$ cat src/rtl/hrf_pkg.sv
package hrf_pkg;

  typedef enum logic [1:0] {
    UP_NONE   = 2'b00,
    UP_DETECT = 2'b01,
    UP_HOTRST = 2'b10
  } upTarget_e;

  typedef struct packed {
    logic      fanOut;
    logic      upValid;
    upTarget_e upTarget;
  } hrfStrobe_t;

endpackage

$ cat src/rtl/hrf_ctrl.sv
module hrf_ctrl
  import hrf_pkg::*;
(
  input  logic       clk,
  input  logic       rstN,
  input  logic       rxHotResetTs,
  input  logic       dlDown,
  input  logic       l23Entry,
  input  logic       sbrReq,
  output hrfStrobe_t stb
);

  // Previous-level samples run through reset, so a level that is already
  // high at reset release is not seen as an edge.
  logic tsPrev, dlPrev, sbrPrev;

  always_ff @(posedge clk) begin
    tsPrev  <= rxHotResetTs;
    dlPrev  <= dlDown;
    sbrPrev <= sbrReq;
  end

  logic tsRise, dlRise, sbrRise;

  always_comb begin
    tsRise  = rxHotResetTs & ~tsPrev;
    dlRise  = dlDown & ~dlPrev & ~l23Entry;
    sbrRise = sbrReq & ~sbrPrev;

    stb.upValid  = rstN & (tsRise | dlRise);
    stb.fanOut   = rstN & (tsRise | dlRise | sbrRise);
    if (!rstN)       stb.upTarget = UP_NONE;
    else if (tsRise) stb.upTarget = UP_HOTRST;
    else if (dlRise) stb.upTarget = UP_DETECT;
    else             stb.upTarget = UP_NONE;
  end

  // an upstream strobe always names a real target.
  a_r4_target_named: assert property (@(posedge clk) disable iff (!rstN)
    stb.upValid |-> (stb.upTarget != UP_NONE));

endmodule

$ cat src/rtl/hrf_datapath.sv
module hrf_datapath
  import hrf_pkg::*;
#(
  parameter int NUM_DS = 8
) (
  input  logic              clk,
  input  logic              rstN,
  input  hrfStrobe_t        stb,
  input  logic [NUM_DS-1:0] memberMask,
  input  logic [NUM_DS-1:0] dsLinkUp,
  input  logic [NUM_DS-1:0] dsDisabled,
  output logic              upCmdValid,
  output logic [1:0]        upCmdState,
  output logic [NUM_DS-1:0] dsSendHotReset,
  output logic [NUM_DS-1:0] dsGoDetect
);

  always_ff @(posedge clk) begin
    if (!rstN) begin
      upCmdValid <= 1'b0;
      upCmdState <= UP_NONE;
    end else begin
      upCmdValid <= stb.upValid;
      upCmdState <= stb.upValid ? stb.upTarget : UP_NONE;
    end
  end

  for (genvar i = 0; i < NUM_DS; i++) begin : g_port
    logic hit;
    assign hit = stb.fanOut & memberMask[i];

    always_ff @(posedge clk) begin
      if (!rstN) begin
        dsSendHotReset[i] <= 1'b0;
        dsGoDetect[i]     <= 1'b0;
      end else begin
        dsSendHotReset[i] <= hit & dsLinkUp[i] & ~dsDisabled[i];
        dsGoDetect[i]     <= hit & dsDisabled[i];
      end
    end
  end

  // a port never gets both commands at once.
  a_r6_exclusive: assert property (@(posedge clk) disable iff (!rstN)
    (dsSendHotReset & dsGoDetect) == '0);

  // commands only reach ports that were members when the trigger was seen.
  a_r7_member_only: assert property (@(posedge clk) disable iff (!rstN)
    ((dsSendHotReset | dsGoDetect) & ~$past(memberMask)) == '0);

  // the target is cleared whenever the strobe is low.
  a_r10_idle_state: assert property (@(posedge clk) disable iff (!rstN)
    !upCmdValid |-> (upCmdState == 2'b00));

endmodule

$ cat src/rtl/hot_reset_fanout.sv
module hot_reset_fanout
  import hrf_pkg::*;
#(
  parameter int NUM_DS = 8
) (
  input  logic              clk,
  input  logic              rstN,
  input  logic              rxHotResetTs,
  input  logic              dlDown,
  input  logic              l23Entry,
  input  logic              sbrReq,
  input  logic [NUM_DS-1:0] memberMask,
  input  logic [NUM_DS-1:0] dsLinkUp,
  input  logic [NUM_DS-1:0] dsDisabled,
  output logic              upCmdValid,
  output logic [1:0]        upCmdState,
  output logic [NUM_DS-1:0] dsSendHotReset,
  output logic [NUM_DS-1:0] dsGoDetect
);

  hrfStrobe_t stb;

  hrf_ctrl u_ctrl (
    .clk          (clk),
    .rstN         (rstN),
    .rxHotResetTs (rxHotResetTs),
    .dlDown       (dlDown),
    .l23Entry     (l23Entry),
    .sbrReq       (sbrReq),
    .stb          (stb)
  );

  hrf_datapath #(.NUM_DS(NUM_DS)) u_dp (
    .clk            (clk),
    .rstN           (rstN),
    .stb            (stb),
    .memberMask     (memberMask),
    .dsLinkUp       (dsLinkUp),
    .dsDisabled     (dsDisabled),
    .upCmdValid     (upCmdValid),
    .upCmdState     (upCmdState),
    .dsSendHotReset (dsSendHotReset),
    .dsGoDetect     (dsGoDetect)
  );

  // a training-set edge commands Hot Reset on the next cycle.
  a_r1_ts_hot: assert property (@(posedge clk) disable iff (!rstN)
    $rose(rxHotResetTs) |=> (upCmdValid && upCmdState == 2'b10));

  // an unqualified link-down edge, with no training-set edge, commands Detect.
  a_r2_dl_detect: assert property (@(posedge clk) disable iff (!rstN)
    ($rose(dlDown) && !l23Entry && !$rose(rxHotResetTs))
      |=> (upCmdValid && upCmdState == 2'b01));

  // a link-down edge caused by L2/L3 entry produces no upstream command.
  a_r3_l23_ignored: assert property (@(posedge clk) disable iff (!rstN)
    ($rose(dlDown) && l23Entry && !$rose(rxHotResetTs)) |=> !upCmdValid);

  // a software request alone leaves the upstream port untouched.
  a_r8_sbr_no_up: assert property (@(posedge clk) disable iff (!rstN)
    ($rose(sbrReq) && !$rose(rxHotResetTs) && !$rose(dlDown)) |=> !upCmdValid);

endmodule

$ cat config.mk
export PLATFORM = sky130hd
export DESIGN_NAME = hot_reset_fanout
export DESIGN_NICKNAME = d
export VERILOG_FILES = /design/src/rtl/hrf_pkg.sv /design/src/rtl/hrf_ctrl.sv /design/src/rtl/hrf_datapath.sv /design/src/rtl/hot_reset_fanout.sv
export SDC_FILE = /design/constraint.sdc
export NUM_CORES = 1
export LEC_CHECK = 0
export ABC_AREA = 0
export BUFFER_PORTS_ARGS = -buffer_cell sky130_fd_sc_hd__clkbuf_2
export CAP_MARGIN = 25
export CORE_UTILIZATION = 42
export CTS_BUF_LIST = sky130_fd_sc_hd__clkbuf_4
export CTS_CLUSTER_DIAMETER = 150
export DETAILED_ROUTE_END_ITERATION = 12
export GPL_TIMING_DRIVEN = 0
export HOLD_SLACK_MARGIN = 0.12
export MAX_ROUTING_LAYER = met4
export PLACE_DENSITY = 0.81
export SLEW_MARGIN = 0
export SYNTH_ARGS = -nofsm -noshare
export SYNTH_HDL_FRONTEND = slang
export SYNTH_HIERARCHICAL = 1
export SYNTH_SLANG_ARGS = --single-unit
$ cat constraint.sdc
create_clock -name clk -period 1.4 [get_ports clk]
set_input_delay 0.07 -clock clk [delete_from_list [all_inputs] [get_ports clk]]
set_output_delay 0.07 -clock clk [all_outputs]
set_load 0.05 [all_outputs]
# ---- Word level (Yosys, flattened, before mapping)
# Cells that the tools add are included.
dict set report op_classes {
  muxes 2
  n_bitwise 54
  reduce_logical 2
}
# op n
set op_table {}
lappend op_table {{AND 1 bit} 38}
lappend op_table {{inverter 1 bit} 14}
lappend op_table {{OR reduction 3 bit} 1}
lappend op_table {{2-to-1 mux 2 bit} 1}
lappend op_table {{bitwise OR 1 bit} 2}
lappend op_table {{AND reduction 2 bit} 1}
lappend op_table {{2-to-1 mux 1 bit} 1}
dict set report totals {
  ff_bits 22
  out_inout_bits 19
}

# ---- Longest topological paths before layout
dict set report logic_depth {
  depth_word 9
  ltp_mapped 5
}

# ---- By module
# The synthesis kept the hierarchy.
# mod n_inst cells_per_inst area_each_um2
set by_module_without_submodules {}
lappend by_module_without_submodules {hrf_datapath 1 56 614.3}
lappend by_module_without_submodules {hrf_ctrl 1 10 117.6}

# ---- Worst setup path after synthesis
# Ideal clock, no wire load.
dict set report synth_timing {
  path_type {register to register}
  start {register u_ctrl.dlPrev}
  end {register u_dp.dsSendHotReset[0]}
  arrival_time_ps 1025
  required_ps 1327
  slack_ps 303
  path_stages_with_launch 6
  n_path_buf 1
  synth_period_minus_slack_ps 1097
  path_cell_list {dfxtp_1 > nor3b_2 > o31a_1 > buf_4 > nand3_1 > nor3b_2}
}
# item line_no
set synth_rtl {}
lappend synth_rtl {{start: declaration} hrf_ctrl.sv:15} ;# logic tsPrev, dlPrev, sbrPrev;
lappend synth_rtl {{start signal: assignment} hrf_ctrl.sv:19} ;# dlPrev <= dlDown;
lappend synth_rtl {{end signal: indexed assignment} hrf_datapath.sv:37} ;# dsSendHotReset[i] <= hit & dsLinkUp[i] & ~dsDisabled[i];
lappend synth_rtl {{end: declaration} hrf_datapath.sv:14} ;# output logic [NUM_DS-1:0] dsSendHotReset,

==> results.json <==
{
  "status": "finished with violations",
  "violations": "design-rule violations",
  "fmax_ghz": 0.7521,
  "yosys_warnings": 6,
  "synth_cell_type_count": 12,
  "postCtsSetupRepairBufs": 0,
  "antenna_found_initial": 0,
  "r2r_end": "u_dp/dsSendHotReset[7]$_SDFF_PN0_",
  "fin_area_sq_mm": 0.001313,
  "final_nets": 177,
  "synth-seq-area-share": 0.6017,
  "grt_pass1_wl_mm": 3.374,
  "cts_tree": "yes",
  "cp_max_fo": 8,
  "first_pass_iters": 8,
  "final_max_slew_viol_count": 0,
  "viasPerCell": 4.696,
  "final_cells": 161,
  "layout-drive-gt1-share": 0.4483,
  "globalplace.congestion": 0.6704,
  "p_int_mw": 0.8483,
  "reg2reg_from": "u_ctrl/dlPrev$_DFF_P_",
  "crit_arrival_ns": 1.54,
  "first_iter_violations": 13,
  "port_buffers": 48,
  "power_density_mw_per_mm2": 847.6,
  "netlist_area_sq_um": 732.0,
  "synth_area_per_cell_sq_um": 11.09,
  "path_clk_slew_ns": 0.11,
  "placed_cell_area_sq_um": 992.2,
  "r2r_setup_slack_ns": 0.13,
  "fin_crit_sh": 0.9497,
  "hold_end": "u_dp/upCmdValid$_SDFF_PN0_",
  "cts-root-buf": "clkbuf_4",
  "routed_wl_mm": 2.334,
  "worst_hold_path_type": "input pin to flop",
  "final_common_cell": "clkbuf_2",
  "placedCellCount": 130,
  "whs_path_depth": 4,
  "p_seq_frac": 0.579,
  "drt-wirelength-per-cell_microns": 14.50,
  "n_antenna_cell": 0,
  "track_usage": 0.2628,
  "grt_pass1_vias": 753,
  "cts_max_path_buffers": 2,
  "p_sw_mw": 0.2641,
  "coreArea_sq_mm": 0.001559,
  "fp.dieW_microns": 43.75,
  "clkSinkCount": 22,
  "route.detailed.drc": 7,
  "grt_max_degree": 12,
  "clk_latency_ns": 0.29,
  "clkPwrFrac": 0.236,
  "htree_num_levels": 1,
  "relSlewSlack": 0.7968,
  "synthCells": 66,
  "ant_nets": 0,
  "finalSetupViolCount": 0,
  "ys_ff_latch": 22,
  "io_pins": 49,
  "numCtsBuffers": 3,
  "dp_hpwl_mm": 1.039,
  "pwr-share-comb": 0.185,
  "p_sw_frac": 0.2374,
  "grt-ovfl-total": 0,
  "tightestPinTransition_ns": 0.3061,
  "initial_utilization": 0.4695,
  "area_delta_synth_final_pct": 79.32,
  "rows": 14,
  "worstSetupEndpointType": "flop",
  "cp-start-kind": "input pin",
  "hp-start": "l23Entry",
  "hold_ws_ns": 0.2823,
  "skew_ns": 0.005192,
  "mostFrequentLayoutCells": "clkbuf_2 (48), dlygate4sd3_1 (28), dfxtp_1 (22)",
  "rr_worst_depth": 5,
  "leakage_nw": 0.6517,
  "die_h_microns": 43.75,
  "die-area_sq_mm": 0.001914,
  "syn_nets": 96,
  "required_ns": 1.61,
  "maxCapViolations": 0,
  "fin_crit_ns": 1.330,
  "peakVddDrop_uv": 765.9,
  "finalHoldViolations": 0,
  "crit_type": "input pin to flop",
  "vias": 756
}
## kinds of logic after synthesis
kind of cell    synth area share
compound gates           0.02223
simple gates              0.3145
buf+inv                  0.06153
flops                     0.6017
## power groups by stage
stage          combinational [mW]  clock [mW]  sequential [mW]
6_report                    0.206       0.262            0.644
5_1_grt                     0.218       0.294            0.645
4_1_cts                     0.189       0.280            0.642
3_5_place_dp                0.128           0            0.656
3_3_place_gp                0.126           0            0.656
2_1_floorplan              0.0385           0            0.686
## registers in the layout, summed over array words and instances (netlist names)
signal / count
u_ctrl/dlPrev: 1
u_ctrl/sbrPrev: 1
u_ctrl/tsPrev: 1
u_dp/dsGoDetect: 8
u_dp/dsSendHotReset: 8
u_dp/upCmdState: 2
u_dp/upCmdValid: 1
## metal layers
metal	vias up	track usage	part of all wire
met2	37	0.4925	0.55
met1	342	0.2553	0.36
li1	371	-	-
met5	-	-	0
met3	6	0.04583	0.065
met4	0	0.1250	0.030
## synthesized netlist by cell type, drive strengths merged
cell / count / area, sq um
o31a: 1 / 8.760
nor2b: 2 / 12.51
dfxtp: 22 / 440.4
nand3: 8 / 40.04
and3: 2 / 12.51
nor3b: 9 / 112.6
and2: 2 / 12.51
inv: 8 / 30.03
and3b: 1 / 10.01
o21a: 1 / 7.510
buf: 2 / 15.01
nor2: 8 / 30.03
## worst max-delay path, cell delays in order
cell and delay (ns):
dlygate4sd3_1 0.52, clkbuf_2 0.10, nor2b_2 0.20, o31a_1 0.18, buf_6 0.14, nand3_1 0.11
nor3b_2 0.21
## what timing repair did
action	CTS	global route
hold endpoints to repair	19	0
hold buffers	28	0
gates resized for setup	0	4
setup endpoints to repair	0	5
## stage by stage
step           setup slack, ns    util   TNS, ns  power [mW]
2_1_floorplan           0.3030       -         0      0.7248
3_3_place_gp            0.2146  0.6364         0      0.7818
3_5_place_dp            0.1930  0.6364         0      0.7842
4_1_cts                 0.1116  0.8307         0       1.111
5_1_grt               -0.01035  0.8419  -0.01035       1.157
6_report               0.07043  0.8419         0       1.112
## layout make-up
cell class | instances | area (sq um)
buffer | 2 | 18.77
clock buffer | 3 | 22.52
fill | 83 | 246.5
inverter | 8 | 30.03
multi-input combinational | 34 | 260.3
sequential | 22 | 440.4
tap | 16 | 20.02
timing repair buffer | 76 | 520.5
## worst max path at each step
stage | end | start
after floorplan | u_dp/dsSendHotReset[0]$_SDFF_PN0_ | u_ctrl/dlPrev$_DFF_P_
after global placement | u_dp/dsSendHotReset[0]$_SDFF_PN0_ | u_ctrl/dlPrev$_DFF_P_
after detailed placement | u_dp/dsSendHotReset[0]$_SDFF_PN0_ | u_ctrl/dlPrev$_DFF_P_
after CTS | u_dp/dsSendHotReset[0]$_SDFF_PN0_ | dlDown
after global routing | u_dp/dsSendHotReset[7]$_SDFF_PN0_ | dlDown
final | u_dp/dsSendHotReset[7]$_SDFF_PN0_ | rxHotResetTs
Note: power is estimated with default switching activity, not from simulation.
